$ cat config.mk
export PLATFORM = sky130hd
export DESIGN_NAME = tpi_sequencer
export DESIGN_NICKNAME = d
export VERILOG_FILES = /design/src/rtl/tpi_pkg.sv /design/src/rtl/tpi_ref_sync.sv /design/src/rtl/tpi_cadence.sv /design/src/rtl/tpi_accum.sv /design/src/rtl/tpi_readout.sv /design/src/rtl/tpi_sequencer.sv
export SDC_FILE = /design/constraint.sdc
export NUM_CORES = 1
export LEC_CHECK = 0
export BUFFER_PORTS_ARGS = -buffer_cell sky130_fd_sc_hd__buf_2
export CAP_MARGIN = 20
export CORE_MARGIN = 2
export CORE_UTILIZATION = 54
export CTS_BUF_LIST = sky130_fd_sc_hd__clkbuf_4 sky130_fd_sc_hd__clkbuf_8
export CTS_CLUSTER_DIAMETER = 150
export DETAILED_ROUTE_END_ITERATION = 10
export PLACE_DENSITY = 0.72
export SLEW_MARGIN = 30
export SYNTH_ARGS = -nofsm -noshare
export SYNTH_HDL_FRONTEND = slang
export SYNTH_HIERARCHICAL = 1
export SYNTH_SLANG_ARGS = --single-unit
export TNS_END_PERCENT = 50
$ cat constraint.sdc
create_clock -name clk_i -period 6.4 [get_ports clk_i]
set_clock_uncertainty 0.1 [all_clocks]
set_input_delay 1.28 -clock clk_i [delete_from_list [all_inputs] [get_ports clk_i]]
set_output_delay 1.28 -clock clk_i [all_outputs]
set_load 0.03 [all_outputs]
$ cat src/rtl/tpi_pkg.sv
package tpi_pkg;

   localparam int BYTE_W = 8;

   // True when a position lies further than tol cycles from the wrap point
   // on both the early and the late side.
   function automatic logic tpi_far(input int pos, input int period, input int tol);
      return ((period - 1 - pos) > tol) && ((pos + 1) > tol);
   endfunction

endpackage

$ cat src/rtl/tpi_ref_sync.sv
module tpi_ref_sync #(
   parameter int STAGES = 2
) (
   input  logic clk_i,
   input  logic rst_ni,
   input  logic ref_i,
   output logic edge_o
);

   logic [STAGES-1:0] chain_q;
   logic              seen_q;

   always_ff @(posedge clk_i) begin
      if (!rst_ni) begin
         chain_q <= '0;
         seen_q  <= 1'b0;
      end else begin
         chain_q <= {chain_q[STAGES-2:0], ref_i};
         seen_q  <= chain_q[STAGES-1];
      end
   end

   assign edge_o = chain_q[STAGES-1] & ~seen_q;


   ref_single_chk: assert property (@(posedge clk_i) disable iff (!rst_ni)
      edge_o |=> !edge_o);

endmodule

$ cat src/rtl/tpi_cadence.sv
module tpi_cadence import tpi_pkg::*; #(
   parameter int PERIOD     = 50000,
   parameter int STROBE_LEN = 32,
   parameter int SLIP_TOL   = 2
) (
   input  logic clk_i,
   input  logic rst_ni,
   input  logic ref_edge_i,
   input  logic slip_clr_i,
   output logic dump_o,
   output logic strobe_o,
   output logic slip_o
);

   localparam int CNT_W = $clog2(PERIOD);
   localparam int WID_W = $clog2(STROBE_LEN + 1);

   logic [CNT_W-1:0] cnt_q;
   logic [WID_W-1:0] wid_q;
   logic             slip_q;
   logic             far;

   assign dump_o = ref_edge_i || (cnt_q == CNT_W'(PERIOD - 1));
   assign far    = ref_edge_i && tpi_far(int'(cnt_q), PERIOD, SLIP_TOL);

   always_ff @(posedge clk_i) begin
      if (!rst_ni) begin
         cnt_q  <= '0;
         wid_q  <= '0;
         slip_q <= 1'b0;
      end else begin
         cnt_q <= dump_o ? '0 : cnt_q + 1'b1;
         if (dump_o)
            wid_q <= WID_W'(STROBE_LEN);
         else if (wid_q != '0)
            wid_q <= wid_q - 1'b1;
         if (far)
            slip_q <= 1'b1;
         else if (slip_clr_i)
            slip_q <= 1'b0;
      end
   end

   assign strobe_o = (wid_q != '0);
   assign slip_o   = slip_q;


   ref_restart_chk: assert property (@(posedge clk_i) disable iff (!rst_ni)
      ref_edge_i |=> (cnt_q == '0));

   strobe_start_chk: assert property (@(posedge clk_i) disable iff (!rst_ni)
      dump_o |=> strobe_o);

   slip_cause_chk: assert property (@(posedge clk_i) disable iff (!rst_ni)
      $rose(slip_o) |-> $past(ref_edge_i));

endmodule

$ cat src/rtl/tpi_accum.sv
module tpi_accum #(
   parameter int SAMPLE_W = 16,
   parameter int ACC_W    = 24
) (
   input  logic                clk_i,
   input  logic                rst_ni,
   input  logic                dump_i,
   input  logic                valid_i,
   input  logic [SAMPLE_W-1:0] data_i,
   input  logic                ovf_clr_i,
   output logic [ACC_W-1:0]    hold_o,
   output logic                ovf_o
);

   localparam logic [ACC_W-1:0] ACC_MAX = '1;

   logic [ACC_W-1:0] acc_q, hold_q;
   logic             ovf_q;
   logic [ACC_W:0]   sum;
   logic             carry;

   assign sum   = {1'b0, acc_q} + (ACC_W+1)'(data_i);
   assign carry = sum[ACC_W];

   always_ff @(posedge clk_i) begin
      if (!rst_ni) begin
         acc_q  <= '0;
         hold_q <= '0;
         ovf_q  <= 1'b0;
      end else begin
         if (dump_i) begin
            hold_q <= acc_q;
            acc_q  <= valid_i ? ACC_W'(data_i) : '0;
         end else if (valid_i) begin
            acc_q <= carry ? ACC_MAX : sum[ACC_W-1:0];
         end
         if (valid_i && !dump_i && carry)
            ovf_q <= 1'b1;
         else if (ovf_clr_i)
            ovf_q <= 1'b0;
      end
   end

   assign hold_o = hold_q;
   assign ovf_o  = ovf_q;


   no_wrap_chk: assert property (@(posedge clk_i) disable iff (!rst_ni)
      !dump_i |=> (acc_q >= $past(acc_q)));

   ovf_at_max_chk: assert property (@(posedge clk_i) disable iff (!rst_ni)
      $rose(ovf_o) |-> (acc_q == ACC_MAX));

   idle_hold_chk: assert property (@(posedge clk_i) disable iff (!rst_ni)
      (!valid_i && !dump_i) |=> $stable(acc_q));

endmodule

$ cat src/rtl/tpi_readout.sv
module tpi_readout import tpi_pkg::*; #(
   parameter int NCH   = 6,
   parameter int ACC_W = 24
) (
   input  logic                 clk_i,
   input  logic                 rst_ni,
   input  logic                 dump_i,
   input  logic                 rd_i,
   input  logic [NCH*ACC_W-1:0] hold_i,
   output logic [BYTE_W-1:0]    data_o,
   output logic                 ready_o,
   output logic                 last_rd_o
);

   localparam int BPC   = ACC_W / BYTE_W;
   localparam int NBYTE = NCH * BPC;
   localparam int PW    = $clog2(NBYTE);
   localparam logic [PW-1:0] LAST = PW'(NBYTE - 1);

   logic [BYTE_W-1:0] byte_arr [NBYTE];
   logic [PW-1:0]     ptr_q;
   logic              ready_q;

   for (genvar gc = 0; gc < NCH; gc++) begin : g_ch
      for (genvar gb = 0; gb < BPC; gb++) begin : g_byte
         assign byte_arr[gc*BPC + gb] = hold_i[gc*ACC_W + ACC_W - 1 - BYTE_W*gb -: BYTE_W];
      end
   end

   assign data_o    = byte_arr[ptr_q];
   assign ready_o   = ready_q;
   assign last_rd_o = rd_i && ready_q && (ptr_q == LAST) && !dump_i;

   always_ff @(posedge clk_i) begin
      if (!rst_ni) begin
         ptr_q   <= '0;
         ready_q <= 1'b0;
      end else if (dump_i) begin
         ptr_q   <= '0;
         ready_q <= 1'b1;
      end else if (rd_i && ready_q) begin
         if (ptr_q == LAST) begin
            ptr_q   <= '0;
            ready_q <= 1'b0;
         end else begin
            ptr_q <= ptr_q + 1'b1;
         end
      end
   end


   idle_read_chk: assert property (@(posedge clk_i) disable iff (!rst_ni)
      (!ready_o && !dump_i) |=> $stable(ptr_q));

   last_read_chk: assert property (@(posedge clk_i) disable iff (!rst_ni)
      last_rd_o |=> (!ready_o && ptr_q == '0));

   dump_ready_chk: assert property (@(posedge clk_i) disable iff (!rst_ni)
      dump_i |=> (ready_o && ptr_q == '0));

endmodule

$ cat src/rtl/tpi_sequencer.sv
module tpi_sequencer import tpi_pkg::*; #(
   parameter int NCH          = 6,
   parameter int SAMPLE_W     = 16,
   parameter int ACC_W        = 24,
   parameter int CLK_PER_DUMP = 50000,
   parameter int STROBE_LEN   = 32,
   parameter int SLIP_TOL     = 2,
   parameter int SYNC_STAGES  = 2
) (
   input  logic                    clk_i,
   input  logic                    rst_ni,
   input  logic                    ref_i,
   input  logic [NCH-1:0]          smp_valid_i,
   input  logic [NCH*SAMPLE_W-1:0] smp_data_i,
   input  logic                    rd_i,
   output logic [BYTE_W-1:0]       rd_data_o,
   output logic                    ready_o,
   output logic                    strobe_o,
   output logic                    slip_o,
   output logic [NCH-1:0]          ovf_o
);

   if (ACC_W % BYTE_W != 0) begin : g_bad_acc
      $error("ACC_W must be a whole number of bytes");
   end
   if (SAMPLE_W > ACC_W) begin : g_bad_smp
      $error("SAMPLE_W must not exceed ACC_W");
   end
   if (STROBE_LEN < 1 || STROBE_LEN >= CLK_PER_DUMP) begin : g_bad_strobe
      $error("STROBE_LEN must lie in 1..CLK_PER_DUMP-1");
   end
   if (2 * SLIP_TOL + 2 > CLK_PER_DUMP) begin : g_bad_tol
      $error("SLIP_TOL too large for CLK_PER_DUMP");
   end
   if (SYNC_STAGES < 2) begin : g_bad_sync
      $error("SYNC_STAGES must be at least 2");
   end
   if (NCH < 1 || ACC_W < 2 * BYTE_W) begin : g_bad_shape
      $error("readout needs at least two bytes");
   end

   logic                 ref_edge;
   logic                 dump;
   logic                 last_rd;
   logic [NCH*ACC_W-1:0] hold_bus;

   tpi_ref_sync #(.STAGES(SYNC_STAGES)) u_sync (
      .clk_i  (clk_i),
      .rst_ni (rst_ni),
      .ref_i  (ref_i),
      .edge_o (ref_edge)
   );

   tpi_cadence #(
      .PERIOD     (CLK_PER_DUMP),
      .STROBE_LEN (STROBE_LEN),
      .SLIP_TOL   (SLIP_TOL)
   ) u_cad (
      .clk_i      (clk_i),
      .rst_ni     (rst_ni),
      .ref_edge_i (ref_edge),
      .slip_clr_i (last_rd),
      .dump_o     (dump),
      .strobe_o   (strobe_o),
      .slip_o     (slip_o)
   );

   for (genvar gc = 0; gc < NCH; gc++) begin : g_acc
      tpi_accum #(.SAMPLE_W(SAMPLE_W), .ACC_W(ACC_W)) u_acc (
         .clk_i     (clk_i),
         .rst_ni    (rst_ni),
         .dump_i    (dump),
         .valid_i   (smp_valid_i[gc]),
         .data_i    (smp_data_i[gc*SAMPLE_W +: SAMPLE_W]),
         .ovf_clr_i (last_rd),
         .hold_o    (hold_bus[gc*ACC_W +: ACC_W]),
         .ovf_o     (ovf_o[gc])
      );
   end

   tpi_readout #(.NCH(NCH), .ACC_W(ACC_W)) u_rd (
      .clk_i     (clk_i),
      .rst_ni    (rst_ni),
      .dump_i    (dump),
      .rd_i      (rd_i),
      .hold_i    (hold_bus),
      .data_o    (rd_data_o),
      .ready_o   (ready_o),
      .last_rd_o (last_rd)
   );

endmodule

-- Yosys cells after proc, flatten, opt, wreduce, memory -nomap -nowiden
Cells that the tools add are included.
- bits in registers: 326
- latch bits: 0
- bits in writable memories: 0
- ROM bits: 0
- input bits: 106
- output and inout port bits: 17
- memories kept: 0
- add/subtract/negate cells: 11
- multipliers: 0
- div/mod/pow operators: 0
- order comparisons: 3
- equality and inequality tests: 2
- shifts and indexed selects: 0
- mux-type cells: 41
- bitwise logic cells: 4
- reduce and logical (&&, ||, !) cells: 38
- operator list (cell ; number):
    24-bit two-way mux ; 18
    24-bit by 16-bit adder with 25-bit output ; 6
    16-bit two-way mux ; 6
    32-bit by 3-bit > comparator with 1-bit output (second input constant) ; 2
    8-bit binary-select mux with 5-bit select ; 1
    2-bit nonzero test ; 16
    16-bit by 1-bit adder with 17-bit output (second input constant) ; 1
    1-bit logical AND ; 17
    16-bit by 16-bit subtractor with 17-bit output (first input constant) ; 1
    16-bit by 1-bit adder with 16-bit output (second input constant) ; 1
    16-bit equality test (second input constant) ; 1
    8-bit two-way mux ; 2
    6-bit two-way mux ; 2
    1-bit two-way mux ; 11
    6-bit greater-or-equal comparator (second input constant) ; 1
    5-bit NOT with 6-bit output ; 1
    6-bit nonzero test ; 1
    6-bit by 1-bit subtractor with 6-bit output (second input constant) ; 1
    5-bit by 1-bit adder with 5-bit output (second input constant) ; 1
    5-bit equality test (second input constant) ; 1
    5-bit two-way mux ; 1
    1-bit NOT ; 2
    2-bit AND reduction ; 1
    2-bit OR reduction ; 1
    other kinds (3) ; 3

-- Logic depth before layout (Yosys ltp)
- depth after elaboration: 7
- gate-level depth with buffers: 11
- depth with buffers taken out: 10

-- By module
The synthesis kept the hierarchy.
- modules (own cells, without submodules) (module ; instances ; cells each ; area an instance (um2) ; seq. area each (um2)):
    tpi_accum (g_acc[0].u_acc ...) ; 5 ; 355 ; 3025.4 ; 980.9
    tpi_accum (g_acc[1].u_acc) ; 1 ; 357 ; 2985.4 ; 980.9
    tpi_readout ; 1 ; 168 ; 1586.5 ; 120.1
    tpi_cadence ; 1 ; 185 ; 1535.2 ; 460.4
    tpi_ref_sync ; 1 ; 7 ; 92.6 ; 60.1

-- Least setup slack after synthesis
OpenSTA, ideal clock, no wires.
- kind: input to register
- start: input port smp_data_i[0]
- end: register g_acc[0].u_acc.acc_q[3]
- data arrival time: 3.317 ns
- path slack: 2.909 ns
- stages on the path: 11
- cells stage by stage: ha_1 > inv_1 > fa_1 > nand2b_1 > a21o_1 > a2111oi_4 > o31ai_4 > a211oi_4 > nor2_2 > buf_6 > a31oi_4
- longest elaborated chain between the ends: 4
- RTL lines (what ; RTL line ; text):
    start: declaration ; tpi_sequencer.sv:14 ; input logic [NCH*SAMPLE_W-1:0] smp_data_i,
    24-bit by 16-bit adder with 25-bit output ; tpi_accum.sv:22 ; assign sum = {1'b0, acc_q} + (ACC_W+1)'(data_i);
    24-bit two-way mux ; tpi_accum.sv:35 ; acc_q <= carry ? ACC_MAX : sum[ACC_W-1:0];
    24-bit two-way mux ; tpi_accum.sv:34 ; end else if (valid_i) begin
    24-bit two-way mux ; tpi_accum.sv:31 ; if (dump_i) begin
    end signal: assignment ; tpi_accum.sv:33 ; acc_q <= valid_i ? ACC_W'(data_i) : '0;
    end signal: assignment ; tpi_accum.sv:35 ;
    end: declaration ; tpi_accum.sv:17 ; logic [ACC_W-1:0] acc_q, hold_q;
Every way passes these cells. The select of a mux whose other input is x is not followed.
A chain may end at the register's enable or synchronous reset.

-- Worst setup path in the final report
- start: register u_rd.ptr_q[1]
- end: output port rd_data_o[1]
- longest elaborated chain between the ends: 4
- RTL lines (what ; RTL line ; text):
    start: declaration ; tpi_readout.sv:21 ; logic [PW-1:0] ptr_q;
    start signal: assignment ; tpi_readout.sv:46 ; ptr_q <= ptr_q + 1'b1;
    5-bit NOT with 6-bit output (implied by the code) ; tpi_readout.sv:30 ; assign data_o = byte_arr[ptr_q];
    8-bit binary-select mux with 5-bit select ; tpi_readout.sv:30 ;
    8-bit two-way mux (implied by the code) (2 in a row) ; tpi_readout.sv:30 ;
    end: declaration ; tpi_sequencer.sv:16 ; output logic [BYTE_W-1:0] rd_data_o,
Every way passes these cells. The select of a mux whose other input is x is not followed.

==> reports/metrics.yaml <==
yosys:
  synth_ff_type: "dfxtp_1"
  async_reset_ff_share_pct: 0
  ys_types: 96
  synth_common_cells: "326 x dfxtp_1, 291 x nand2_1, 176 x nor2b_1, 164 x nor2_1, 163 x mux2i_1"
  synth_top_area_share_pct: 30.6
  syn_avg_cell_area_um2: 8.56
  synth_top_cell_by_area: "dfxtp_1"
  yosysWarnings: 6
  netlist_instances: 2492
  synth_edf_count: 0
  yosys-top-cells-area: "dfxtp_1 31%, mux2i_1 7.7%, ha_1 6.0%, nor2b_1 5.2%, nand2_1 5.1%"
  synth_most_common_cell: "dfxtp_1"
  syn_area_um2: 21300
  synth_fp_nets: 2707
  ys_seq_area_share_pct: 30.6
  ys_ff_latch: 326
placed_design:
  port_buffers: 122
  place.gp.congestion: 0.908
  dp_hpwl_mm: 37.8
  dp_slack_ns: 2.35
setup_path:
  critPathKind: "reg -> out"
  crit_family: "flip-flops"
  crit_chain: "buf_4 > mux2_2 > o21ai_0 > o31ai_1 > buf_2"
  r2r_slack_ns: 2.86
  cpPeakStageDelay_ns: 0.97
  crit_fanout: 45
  r2r-end: "g_acc[1].u_acc/acc_q[12]"
  critPathBufInv: 2
  timing.rr.start: "u_cad/cnt_q[8]"
  arrival_ns: 3.22
  critPathSlowestCell: "dfxtp_2"
  startpoint_type: "register"
  critPathRequiredTime_ns: 5.02
  ff2ff_path_depth: 8
  endpoint_kind: "output pin"
clock_tree:
  root_buffer: "clkbuf_8"
  hold_buffers: 0
  cts_tree: "yes"
  clockBufferDepth: 3
  numCtsBuffers: 57
  ctsResizeCount: 0
  post-cts-setup-buffers: 0
  path_clk_slew_ns: 0.06
  worstSkewPairLatency_ns: 0.64
  htreeDepth: 2
  numClockSinks: 326
timing:
  setup_slack_ns: 1.80
  drv_slew: 0
  post-route-period-util_pct: 71.9
  layout_min_cycle_time_ns: 4.60
  max_freq_ghz: 0.217
  setup_viol: 0
  slew_headroom_pct: 34.9
  rsz0062_at_grt: "no"
  worst_pin_slew_ns: 0.977
  hold_viol_final: 0
  finalSetupTns_ns: 0
min_path:
  hold_path_depth: 1
  min_from: "u_sync/chain_q[0]"
  min_to: "u_sync/chain_q[1]"
  min_path_type: "reg -> reg"
global_route:
  grt_pass1_wl_mm: 87.3
  grt_pass1_vias: 17200
  gr-usage-all-layers_pct: 25.6
  grt_start_max_net_pins: 115
  grt_antenna_before_repair: 0
  overflow: 0
route:
  wl_per_cell_um: 17.1
  vias: 18000
  via_per_inst: 5.80
  wl_mm: 53.1
  antenna_left: 0
  drc_errors: 0
  dr.pass1.iters: 6
  drtIter0Drc: 1322
finish:
  area_growth_syn_to_layout_pct: 9.25
  fin_util_pct: 60.0
  final_nets: 2755
  drive_gt1_share_pct: 16.6
  antenna_cells: 0
  fillers: 3406
die:
  coreArea_um2: 38800
  ios: 123
  die_area_um2: 41100
  num_rows: 72
  initial_core_util_pct: 54.9
  die_h_um: 203
  fp.dieW_um: 203
job:
  maxCapViolCount: 0
pwr:
  ir_drop_mv: 0.142
  p_leak_nw: 9.02
  cellPowerDensity_nw_per_um2: 264
status:
  outcome: "finished clean"
==> layout make-up <==
cell class,instances,area (um^2),area share [%]
tap,518,648,2.78
multi-input combinational,1953,13800,59.4
timing repair buffer,129,694,2.98
clock buffer,86,1100,4.70
clock inverter,18,203,0.870
inverter,73,282,1.21
sequential,326,6530,28.0
==> cells in the final DEF, fill, tap and decap left out, drive strengths merged, types with 55 or more instances in the layout <==
| cell | n |
|---|---|
| o21ai | 147 |
| a21oi | 172 |
| nor2b | 178 |
| ha | 103 |
| xor2 | 55 |
| inv | 73 |
| buf | 129 |
| dfxtp | 326 |
| nor2 | 169 |
| nand2 | 293 |
| clkbuf | 86 |
| and2 | 59 |
| mux2i | 163 |
| a31oi | 89 |
==> cells by family after synthesis <==
kind of cell | Yosys count | synth area share, %
AND/OR/NAND/NOR | 899 | 21.4
AO/OA/AOI/OAI | 634 | 22.2
flip-flops | 326 | 30.6
buffers and inverters | 213 | 4.57
multiplexers | 203 | 10.2
adder cells (fa/ha/maj) | 109 | 6.61
XOR/XNOR | 108 | 4.44
==> metrics by stage <==
step	instance area (um^2)	hold slack (ns)	power, W	std cells
2_1_floorplan	21300	0.306	0.00367	2492
3_3_place_gp	22000	0.326	0.00397	2999
3_5_place_dp	22000	0.314	0.00402	2999
4_1_cts	23300	0.340	0.00619	3103
5_1_grt	23300	0.349	0.00649	3103
6_report	23300	0.334	0.00615	3103
==> registers in the layout, summed over array words and instances, names as in the netlist <==
name and flops:
g_acc.u_acc/acc_q 144, g_acc.u_acc/hold_o 144, u_cad/cnt_q 16, g_acc.u_acc/ovf_o 6, u_cad/wid_q 6, u_rd/ptr_q 5
u_sync/chain_q 2, u_cad/slip_o 1, u_rd/ready_o 1, u_sync/seen_q 1
==> layer usage <==
layer,vias up,GRT usage (%),wire length [um]
li1,8950,-,-
met1,8548,35.5,25400
met2,417,41.0,23700
met3,80,4.14,2680
met4,0,7.79,1330
met5,-,0,0
==> worst register-to-register path, stage by stage, from the launching register on <==
cell	delay, ns
dfxtp_1	0.48
nand2_1	0.25
nor3_1	0.27
a41oi_2	0.27
inv_8	0.62
buf_12	0.58
nor2_1	0.47
a21oi_1	0.25
a21oi_1	0.10
==> worst max path at each step <==
| stage | startpoint | to | slack [ns] | depth (start not counted) |
|---|---|---|---|---|
| floorplan | smp_data_i[0] | g_acc[0].u_acc/acc_q[3] | 2.91 | 11 |
| global placement | smp_data_i[16] | g_acc[1].u_acc/acc_q[7] | 2.29 | 11 |
| detailed placement | smp_data_i[73] | g_acc[4].u_acc/acc_q[14] | 2.35 | 9 |
| CTS | u_rd/ptr_q[1] | rd_data_o[4] | 1.82 | 5 |
| global route | u_rd/ptr_q[1] | rd_data_o[3] | 1.65 | 5 |
| finish | u_rd/ptr_q[1] | rd_data_o[1] | 1.80 | 5 |
==> power breakdown <==
part / switching, W / leakage [nW] / internal [W]
combinational: 0.000955 / 5.68 / 0.000694
clock: 0.000895 / 0.686 / 0.00126
sequential: 0.000176 / 2.66 / 0.00218
total: 0.00203 / 9.02 / 0.00413
(Power assumes the default switching activity.)
